--- src/rtl/uart_irq_pkg.sv ---
package uart_irq_pkg;

  // Identification codes placed in bits 3:1 of the identification byte.
  typedef enum logic [2:0] {
    ID_MS   = 3'b000,
    ID_THRE = 3'b001,
    ID_RDA  = 3'b010,
    ID_LS   = 3'b011,
    ID_TO   = 3'b110
  } irq_id_e;

  typedef struct packed {
    logic ls;
    logic to;
    logic rda;
    logic thre;
    logic ms;
  } irq_src_t;

  // Receive trigger depth for each select code.
  function automatic int trig_depth(input logic [1:0] sel);
    case (sel)
      2'b00:   trig_depth = 1;
      2'b01:   trig_depth = 4;
      2'b10:   trig_depth = 8;
      default: trig_depth = 14;
    endcase
  endfunction

endpackage

--- src/rtl/uart_irq_sticky.sv ---
module uart_irq_sticky #(
  parameter bit SET_WINS = 1'b1
) (
  input  logic clk,
  input  logic rst_n,
  input  logic set_i,
  input  logic clr_i,
  output logic flag_o
);
  logic flag_q, flag_d;

  generate
    if (SET_WINS) begin : g_set_wins
      always_comb begin
        flag_d = flag_q;
        if (clr_i) flag_d = 1'b0;
        if (set_i) flag_d = 1'b1;
      end
    end else begin : g_clr_wins
      always_comb begin
        flag_d = flag_q;
        if (set_i) flag_d = 1'b1;
        if (clr_i) flag_d = 1'b0;
      end
    end
  endgenerate

  always_ff @(posedge clk or negedge rst_n) begin
    if (!rst_n) flag_q <= 1'b0;
    else        flag_q <= flag_d;
  end

  assign flag_o = flag_q;
endmodule

--- src/rtl/uart_irq_timeout.sv ---
module uart_irq_timeout #(
  parameter int TO_CHARS = 4
) (
  input  logic clk,
  input  logic rst_n,
  input  logic nonempty_i,
  input  logic activity_i,
  input  logic tick_i,
  output logic to_o
);
  localparam int CW = $clog2(TO_CHARS + 1);
  localparam logic [CW-1:0] LAST = CW'(TO_CHARS - 1);

  logic [CW-1:0] cnt_q, cnt_d;
  logic          to_q, to_d;

  always_comb begin
    cnt_d = cnt_q;
    to_d  = to_q;
    if (!nonempty_i || activity_i) begin
      cnt_d = '0;
      to_d  = 1'b0;
    end else if (tick_i && !to_q) begin
      if (cnt_q == LAST) begin
        cnt_d = '0;
        to_d  = 1'b1;
      end else begin
        cnt_d = cnt_q + 1'b1;
      end
    end
  end

  always_ff @(posedge clk or negedge rst_n) begin
    if (!rst_n) begin
      cnt_q <= '0;
      to_q  <= 1'b0;
    end else begin
      cnt_q <= cnt_d;
      to_q  <= to_d;
    end
  end

  assign to_o = to_q;
endmodule

--- src/rtl/uart_irq_prio.sv ---
module uart_irq_prio
  import uart_irq_pkg::*;
(
  input  irq_src_t      req_i,
  output logic          pend_o,
  output logic [2:0]    id_o
);
  irq_id_e id;

  always_comb begin
    if (req_i.ls)        id = ID_LS;
    else if (req_i.to)   id = ID_TO;
    else if (req_i.rda)  id = ID_RDA;
    else if (req_i.thre) id = ID_THRE;
    else                 id = ID_MS;
  end

  assign pend_o = |req_i;
  assign id_o   = id;
endmodule

--- src/rtl/uart_irq_arbiter.sv ---
module uart_irq_arbiter
  import uart_irq_pkg::*;
#(
  parameter int FIFO_DEPTH = 16,
  parameter int TO_CHARS   = 4,
  parameter int LVL_W      = $clog2(FIFO_DEPTH + 1)
) (
  input  logic             clk,
  input  logic             rst_n,
  input  logic             ier_wr,
  input  logic             fcr_wr,
  input  logic [7:0]       wdata,
  input  logic             iir_rd,
  input  logic             lsr_rd,
  input  logic             msr_rd,
  input  logic             rbr_rd,
  input  logic             thr_wr,
  input  logic [LVL_W-1:0] rx_level,
  input  logic             rx_push,
  input  logic             char_tick,
  input  logic             line_err,
  input  logic             thr_empty,
  input  logic             modem_chg,
  output logic             irq,
  output logic [7:0]       iir_data
);
  localparam int NSTICKY = 3;
  // Index 0 line status, 1 transmit empty, 2 modem status; only transmit empty lets clear win.
  localparam logic [NSTICKY-1:0] SET_WINS_VEC = 3'b101;

  logic [3:0] ier_q, ier_d;
  logic [1:0] trig_q, trig_d;
  logic       thr_prev_q;
  logic       irq_q;

  logic [NSTICKY-1:0] st_set, st_clr, st_q;
  logic               rda_lvl, to_flag;
  logic [LVL_W-1:0]   trig_lvl;
  irq_src_t           req;
  logic               pend;
  logic [2:0]         id;
  logic               thre_reported;
  logic               unused_wdata;

  assign unused_wdata = ^wdata[5:4];

  // Host-writable fields with explicit write enables.
  always_comb begin
    ier_d  = ier_q;
    trig_d = trig_q;
    if (ier_wr) ier_d  = wdata[3:0];
    if (fcr_wr) trig_d = wdata[7:6];
  end

  always_ff @(posedge clk or negedge rst_n) begin
    if (!rst_n) begin
      ier_q      <= '0;
      trig_q     <= '0;
      thr_prev_q <= 1'b0;
      irq_q      <= 1'b0;
    end else begin
      ier_q      <= ier_d;
      trig_q     <= trig_d;
      thr_prev_q <= thr_empty;
      irq_q      <= pend;
    end
  end

  // Receive trigger comparison.
  assign trig_lvl = LVL_W'(trig_depth(trig_q));
  assign rda_lvl  = (rx_level >= trig_lvl);

  uart_irq_timeout #(.TO_CHARS(TO_CHARS)) u_tmo (
    .clk       (clk),
    .rst_n     (rst_n),
    .nonempty_i(rx_level != '0),
    .activity_i(rx_push | rbr_rd),
    .tick_i    (char_tick),
    .to_o      (to_flag)
  );

  assign thre_reported = pend && (id == ID_THRE);

  assign st_set = {modem_chg, thr_empty & ~thr_prev_q, line_err};
  assign st_clr = {msr_rd, thr_wr | ~thr_empty | (iir_rd & thre_reported), lsr_rd};

  genvar g;
  generate
    for (g = 0; g < NSTICKY; g++) begin : g_sticky
      uart_irq_sticky #(.SET_WINS(SET_WINS_VEC[g])) u_flag (
        .clk   (clk),
        .rst_n (rst_n),
        .set_i (st_set[g]),
        .clr_i (st_clr[g]),
        .flag_o(st_q[g])
      );
    end
  endgenerate

  always_comb begin
    req.ls   = st_q[0] & ier_q[2];
    req.to   = to_flag & ier_q[0];
    req.rda  = rda_lvl & ier_q[0];
    req.thre = st_q[1] & ier_q[1];
    req.ms   = st_q[2] & ier_q[3];
  end

  uart_irq_prio u_prio (
    .req_i (req),
    .pend_o(pend),
    .id_o  (id)
  );

  assign iir_data = {1'b1, 3'b000, id, ~pend};
  assign irq      = irq_q;
endmodule

--- config.mk ---
export PLATFORM = sky130hd
export DESIGN_NAME = uart_irq_arbiter
export DESIGN_NICKNAME = d
export VERILOG_FILES = /design/src/rtl/uart_irq_pkg.sv /design/src/rtl/uart_irq_sticky.sv /design/src/rtl/uart_irq_timeout.sv /design/src/rtl/uart_irq_prio.sv /design/src/rtl/uart_irq_arbiter.sv
export SDC_FILE = /design/constraint.sdc
export NUM_CORES = 1
export LEC_CHECK = 0
export ABC_AREA = 1
export BUFFER_PORTS_ARGS = -buffer_cell sky130_fd_sc_hd__buf_2
export CAP_MARGIN = 30
export CORE_MARGIN = 5
export CORE_UTILIZATION = 24
export DETAILED_ROUTE_END_ITERATION = 10
export GPL_TIMING_DRIVEN = 0
export PLACE_DENSITY = 0.54
export SLEW_MARGIN = 40
export SYNTH_ARGS = -nofsm -noshare
export SYNTH_HDL_FRONTEND = slang
export SYNTH_SLANG_ARGS = --single-unit
--- constraint.sdc ---
create_clock -name clk -period 1.73 [get_ports clk]
set_input_delay 0.346 -clock clk [delete_from_list [all_inputs] [get_ports clk]]
set_output_delay 0.346 -clock clk [all_outputs]
set_load 0.02 [all_outputs]
# == Yosys cells after proc, flatten, opt, wreduce, memory -nomap -nowiden ==
# Index checks and enable logic that the tools add are counted.
# word_totals
regBits,15
input_bits,27
out_inout_bits,9
wordCells,59
# op_classes
addsub,1
magnitude_cmp,1
n_eq_ne,4
muxes,17
n_bitwise,13
reduce_logical,14
# ops
operator,count
$mux W3,6
$pmux W4 S3,1
$mux W1,10
$reduce_bool A2 Y1,5
$and A1 B1 Y1,7
$ge A5 B5 Y1,1
$reduce_bool A5 Y1,1
$reduce_or A5 Y1,1
$add A3 B1 Y3 const B,1
$eq A3 B1 Y1 const B,1
$eq A3 B2 Y1 const B,1
$not A1 Y1,3
$or A1 B1 Y1,3
$eq A2 B1 Y1 const B,1
$eq A2 B2 Y1 const B,1
$logic_and A1 B1 Y1,2
$logic_not A1 Y1,2
$logic_not A2 Y1,1
$reduce_and A2 Y1,1
$logic_or A1 B1 Y1,1

# == Longest topological paths before layout ==
# logic_depth
word_depth,12
mapped_depth,10
depth_no_buf,10

# == Hierarchy ==
# Synthesis repeated with hierarchy kept, for this count alone.
# hier_totals
hier_cells,114
hier_area_um2,867.1
# modules_own_cells
module,instances,cells_per_inst,area_per_inst_um2,seq_area_each_um2
uart_irq_arbiter,1,66,503.0,200.2
uart_irq_timeout,1,26,214.0,100.1
uart_irq_sticky (g_sticky[0].u_flag ...),2,5,40.0,25.0
uart_irq_prio,1,9,37.5,0.0
uart_irq_sticky (g_sticky[1].u_flag),1,3,32.5,25.0

# == Worst setup path after synthesis ==
# Ideal clock, no wire load.
# synth_timing
kind,reg2out
start,register trig_q[1]
end,output port iir_data[0]
arrival_time_ps,1256
required_time_ps,1384
slack_ps,128
stages_incl_launch_ff,10
path_buffers,0
path_cell_list,dfrtp_1 nor2_1 ha_1 inv_1 nand2_1 nand3_1 nand3_1 nand2_2 nand2_4 nor2_4
# synth_between
elab_chain_len,6
word_cells_on_any_way,8
# synth_lines
element,line_no,source
"start, declared",uart_irq_arbiter.sv:32,"logic [1:0] trig_q, trig_d;"
"start signal, assigned",uart_irq_arbiter.sv:63,trig_q <= trig_d;
"$eq A2 B2 Y1, or another cell as far along",uart_irq_pkg.sv:22,case (sel)
$pmux W4 S3 *,uart_irq_pkg.sv:22,
$ge A5 B5 Y1 *,uart_irq_arbiter.sv:71,assign rda_lvl = (rx_level >= trig_lvl);
$and A1 B1 Y1 *,uart_irq_arbiter.sv:103,req.rda = rda_lvl & ier_q[0];
$reduce_or A5 Y1 *,uart_irq_prio.sv:18,assign pend_o = |req_i;
$not A1 Y1 *,uart_irq_arbiter.sv:114,"assign iir_data = {1'b1, 3'b000, id, ~pend};"
"end, declared",uart_irq_arbiter.sv:25,output logic [7:0] iir_data
# Every way passes the cells marked *; elsewhere a longest branch is shown, timed or not.

# == Worst setup path after layout ==
# layout_timing
start,register trig_q[0]
end,output port iir_data[0]
# Same word-level chain as after synthesis.

==> impl_summary.log <==
INFO  metric worst_setup_hold_path_clk_slew = around 0.08 ns
INFO  metric synth_edf_count = 0
INFO  metric pwr_density_cell = ~700 nW/um^2
INFO  metric clock_latency = about 0.28 ns
INFO  metric rsz_0062_raised_after_global_routing = true
INFO  metric finalHoldViolCount = 0
INFO  metric ys_ff_latch = 15
INFO  metric maxClockFrequency = 496 MHz
INFO  metric finalCriticalPeriod = 2.02 ns
INFO  metric failed_checks = setup timing
INFO  metric grt_util_all_layers = 0.0834
INFO  metric cp.depth = 10
INFO  metric finalNetCount = 169
INFO  metric iteration_0_drc_count_of_the_detailed_router = 12
INFO  metric post-layout-total-power = about 0.0008 W
INFO  metric hold_depth = 1
INFO  metric critPathMostFrequentCell = nand2_1
INFO  metric cp_cell_sequence = inv_1 -> ha_1 -> nand2_1 -> nand2_1 -> nand2_1 -> nand3_2 -> nand2_4 -> nand2_4 -> nor2_4 -> buf_6
INFO  metric startpoint = trig_q[0]
INFO  metric synthesis.area = 835 sq um
INFO  metric crit_end = iir_data[0]
INFO  metric antenna_cells = 0
INFO  metric worst_case_clock_buffer_depth = 2
INFO  metric post_synth_main_area_contributors = dfrtp_1, nand2_1, inv_1
INFO  metric portion_of_the_clock_cycle_consumed_by_the_worst_path_in_the_final_layout = 1.17
INFO  metric netlist_top_cells_count = nand2_1, inv_1, dfrtp_1
INFO  metric worst-setup-path-type = reg2out
INFO  metric critical_path.reg2reg.endpoint = g_sticky[1].u_flag.flag_o
INFO  metric largest_delay_share_family_worst_path = simple AND/OR/NAND/NOR gates
INFO  metric ios = 36
INFO  metric ir_worst_vdd = 339 uV
INFO  metric hold_slack = ~0.19 ns
INFO  metric final-max-slew-violation-count = 0
INFO  metric drt-vias-per-instance = 3.93
INFO  metric first_pass_grt_wire_length = approximately 2.9 mm
INFO  metric setup_viol = 3
INFO  metric worst_r2r_path_depth = 12
INFO  metric critical_path.max_stage_delay = between 0.3 and 0.4 ns
INFO  metric routed_wl = 1.75 mm
INFO  metric critPathSlowestCell = dfrtp_1
INFO  metric maxCapViolations = 0
INFO  metric areaGrowthSynthToFinish = 35.5%
INFO  metric end_kind = output port
INFO  metric dieHeight = around 69 um
INFO  metric route.antenna.remaining_nets = 0
INFO  metric synth_top_area_share = 0.450
INFO  metric arrival = approximately 1.7 ns
INFO  metric worst-path-buf-inv = 2
INFO  metric detail_route.wl_per_cell = about 9.6 um
INFO  metric cts_tree = done
INFO  metric number_of_global_route_vias_before_repair = 697
INFO  metric ys_seq_area_frac = 0.450
INFO  metric crit_path_max_fanout = 3
INFO  metric worst_slack = -0.288 ns
INFO  metric first_pass_drt_iterations = 4
INFO  metric pin_count_of_the_biggest_net_entering_global_routing = 16
INFO  metric synthesis.yosys.warnings = 0
INFO  metric cts_root_buf = clkbuf_4
INFO  metric routabilityCongestion = between 0.8 and 0.9
INFO  metric start_util = 0.248
INFO  metric syn-mean-instance-area = approximately 8.5 sq um
INFO  metric yosysUniqueCellTypes = 22
INFO  metric worst_clock_skew = about 0.008 ns
INFO  metric post_route_cells_drive_above_1_share = 0.397
INFO  metric synth_top_cell_by_area = dfrtp_1
INFO  metric p_leak = between 0.6 and 0.7 nW
INFO  metric die_area = roughly 4800 sq um
INFO  metric antenna_violations_before_repair = 0
INFO  metric r2r_slack = between 0.15 and 0.2 ns
INFO  metric portBuffers = 29
INFO  metric share_of_synthesized_flip_flops_with_an_asynchronous_set_or_reset = 1.00
INFO  metric worst_r2r_startpoint = trig_q[0]
INFO  metric die_x = 69.0 um
INFO  metric synthFlopType = dfrtp_1
INFO  metric worst_hold_class = in2reg
INFO  metric core.rowCount = 21
INFO  metric cp-start-kind = flop
INFO  metric core-area = about 3400 sq um
INFO  metric post-synth-top-count-cell = nand2_1
INFO  metric detailedPlacementHpwl = 1.42 mm
INFO  metric status = finished with violations
INFO  metric via_count = between 700 and 800
INFO  metric htree_num_levels = 1
INFO  metric grt_overflow = 0
INFO  metric cts_made_buffers = 3
INFO  metric required = ~1.4 ns
INFO  metric syn-instance-count = 98
INFO  metric clkSinkCount = 15
INFO  metric drc_errors = 0
layer usage:
| metal | vias to the layer above | part of all wire | track usage |
|---|---|---|---|
| met5 | - | 0 | 0 |
| met4 | 0 | 0.0092 | 0.0365 |
| met3 | 2 | 0.088 | 0.0259 |
| met2 | 24 | 0.47 | 0.137 |
| met1 | 321 | 0.43 | 0.0995 |
| li1 | 369 | - | - |
state kept, by name, summed over array words and instances, names as in the netlist:
name / count
u_tmo.cnt_q: 3
thr_prev_q: 1
u_tmo.to_o: 1
g_sticky.u_flag.flag_o: 3
trig_q: 2
ier_q: 4
irq: 1
cell usage in the layout, fill, tap and decap left out:
cell,synthesis,layout
ha_1,5,5
nand3_2,0,3
dlygate4sd3_1,0,1
dfrtp_1,15,15
nand2_4,1,2
o21ai_4,1,1
o21bai_1,2,2
inv_1,17,16
nor3_2,1,1
buf_2,0,27
o21ai_0,4,4
nand2_1,19,18
nor3_1,1,1
clkbuf_1,0,1
buf_4,4,6
nor3b_1,1,1
mux2_2,2,2
clkbuf_4,0,3
buf_6,0,2
conb_1,2,4
a21oi_1,3,3
inv_2,3,4
nand2_2,2,2
o21ai_1,1,1
nor2_1,7,7
nor2_4,1,1
a211oi_1,2,2
nand3_1,4,1
layout make-up:
type	instances	area [sq um]
buffer	4	30.0
sequential	15	375
clock buffer	4	26.3
fill	395	2230
timing repair buffer	32	183
multi-input combinational	61	384
tap	46	57.6
inverter	20	75.1
cells by family (layout without fill, tap and decap cells):
logic type / count (synthesis) / after routing / share of synthesized area
AO/OA/AOI/OAI: 13 / 13 / 0.103
multiplexers: 2 / 2 / 0.0270
other: 2 / 4 / 0.00900
buffers and inverters: 24 / 60 / 0.126
AND/OR/NAND/NOR: 37 / 37 / 0.210
adder cells (fa/ha/maj): 5 / 5 / 0.0750
flip-flops: 15 / 15 / 0.450
power breakdown:
| part | switching, W | total (W) | leakage, nW | internal, W |
|---|---|---|---|---|
| logic | 0.000117 | 0.000211 | 0.416 | 0.0000946 |
| clock network | 0.000106 | 0.000195 | 0.0150 | 0.0000892 |
| registers | 0.0000126 | 0.000386 | 0.184 | 0.000374 |
| total | 0.000236 | 0.000793 | 0.615 | 0.000557 |
metrics by stage:
step           worst slack [ns]   util  instances  area (sq um)  setup TNS, ns
2_1_floorplan             0.128      -        100           842              0
3_3_place_gp            -0.0602  0.311        175          1040        -0.0656
3_5_place_dp            -0.0792  0.311        175          1040         -0.113
4_1_cts                  -0.319  0.329        181          1110         -0.852
5_1_grt                  -0.424  0.336        182          1130          -1.17
6_report                 -0.288  0.336        182          1130         -0.768
repair_timing:
action / in CTS / in global routing
endpoints found under the setup margin: 3 / 3
buffers inserted: 1 / 1
hold buffers: 1 / 0
pin swaps: 3 / 2
hold endpoints to repair: 15 / 0
resized for setup: 5 / 5
how the worst min path moves through the flow:
stage,startpoint,to,slack (ns)
2_1_floorplan,rst_n,g_sticky[0].u_flag.flag_o,0.05
3_3_place_gp,rst_n,g_sticky[2].u_flag.flag_o,0.27
5_1_grt,thr_empty,thr_prev_q,0.16
3_5_place_dp,rst_n,g_sticky[2].u_flag.flag_o,0.28
4_1_cts,thr_empty,thr_prev_q,0.18
6_report,thr_empty,thr_prev_q,0.19
Note: power is estimated with default switching activity, not from simulation.
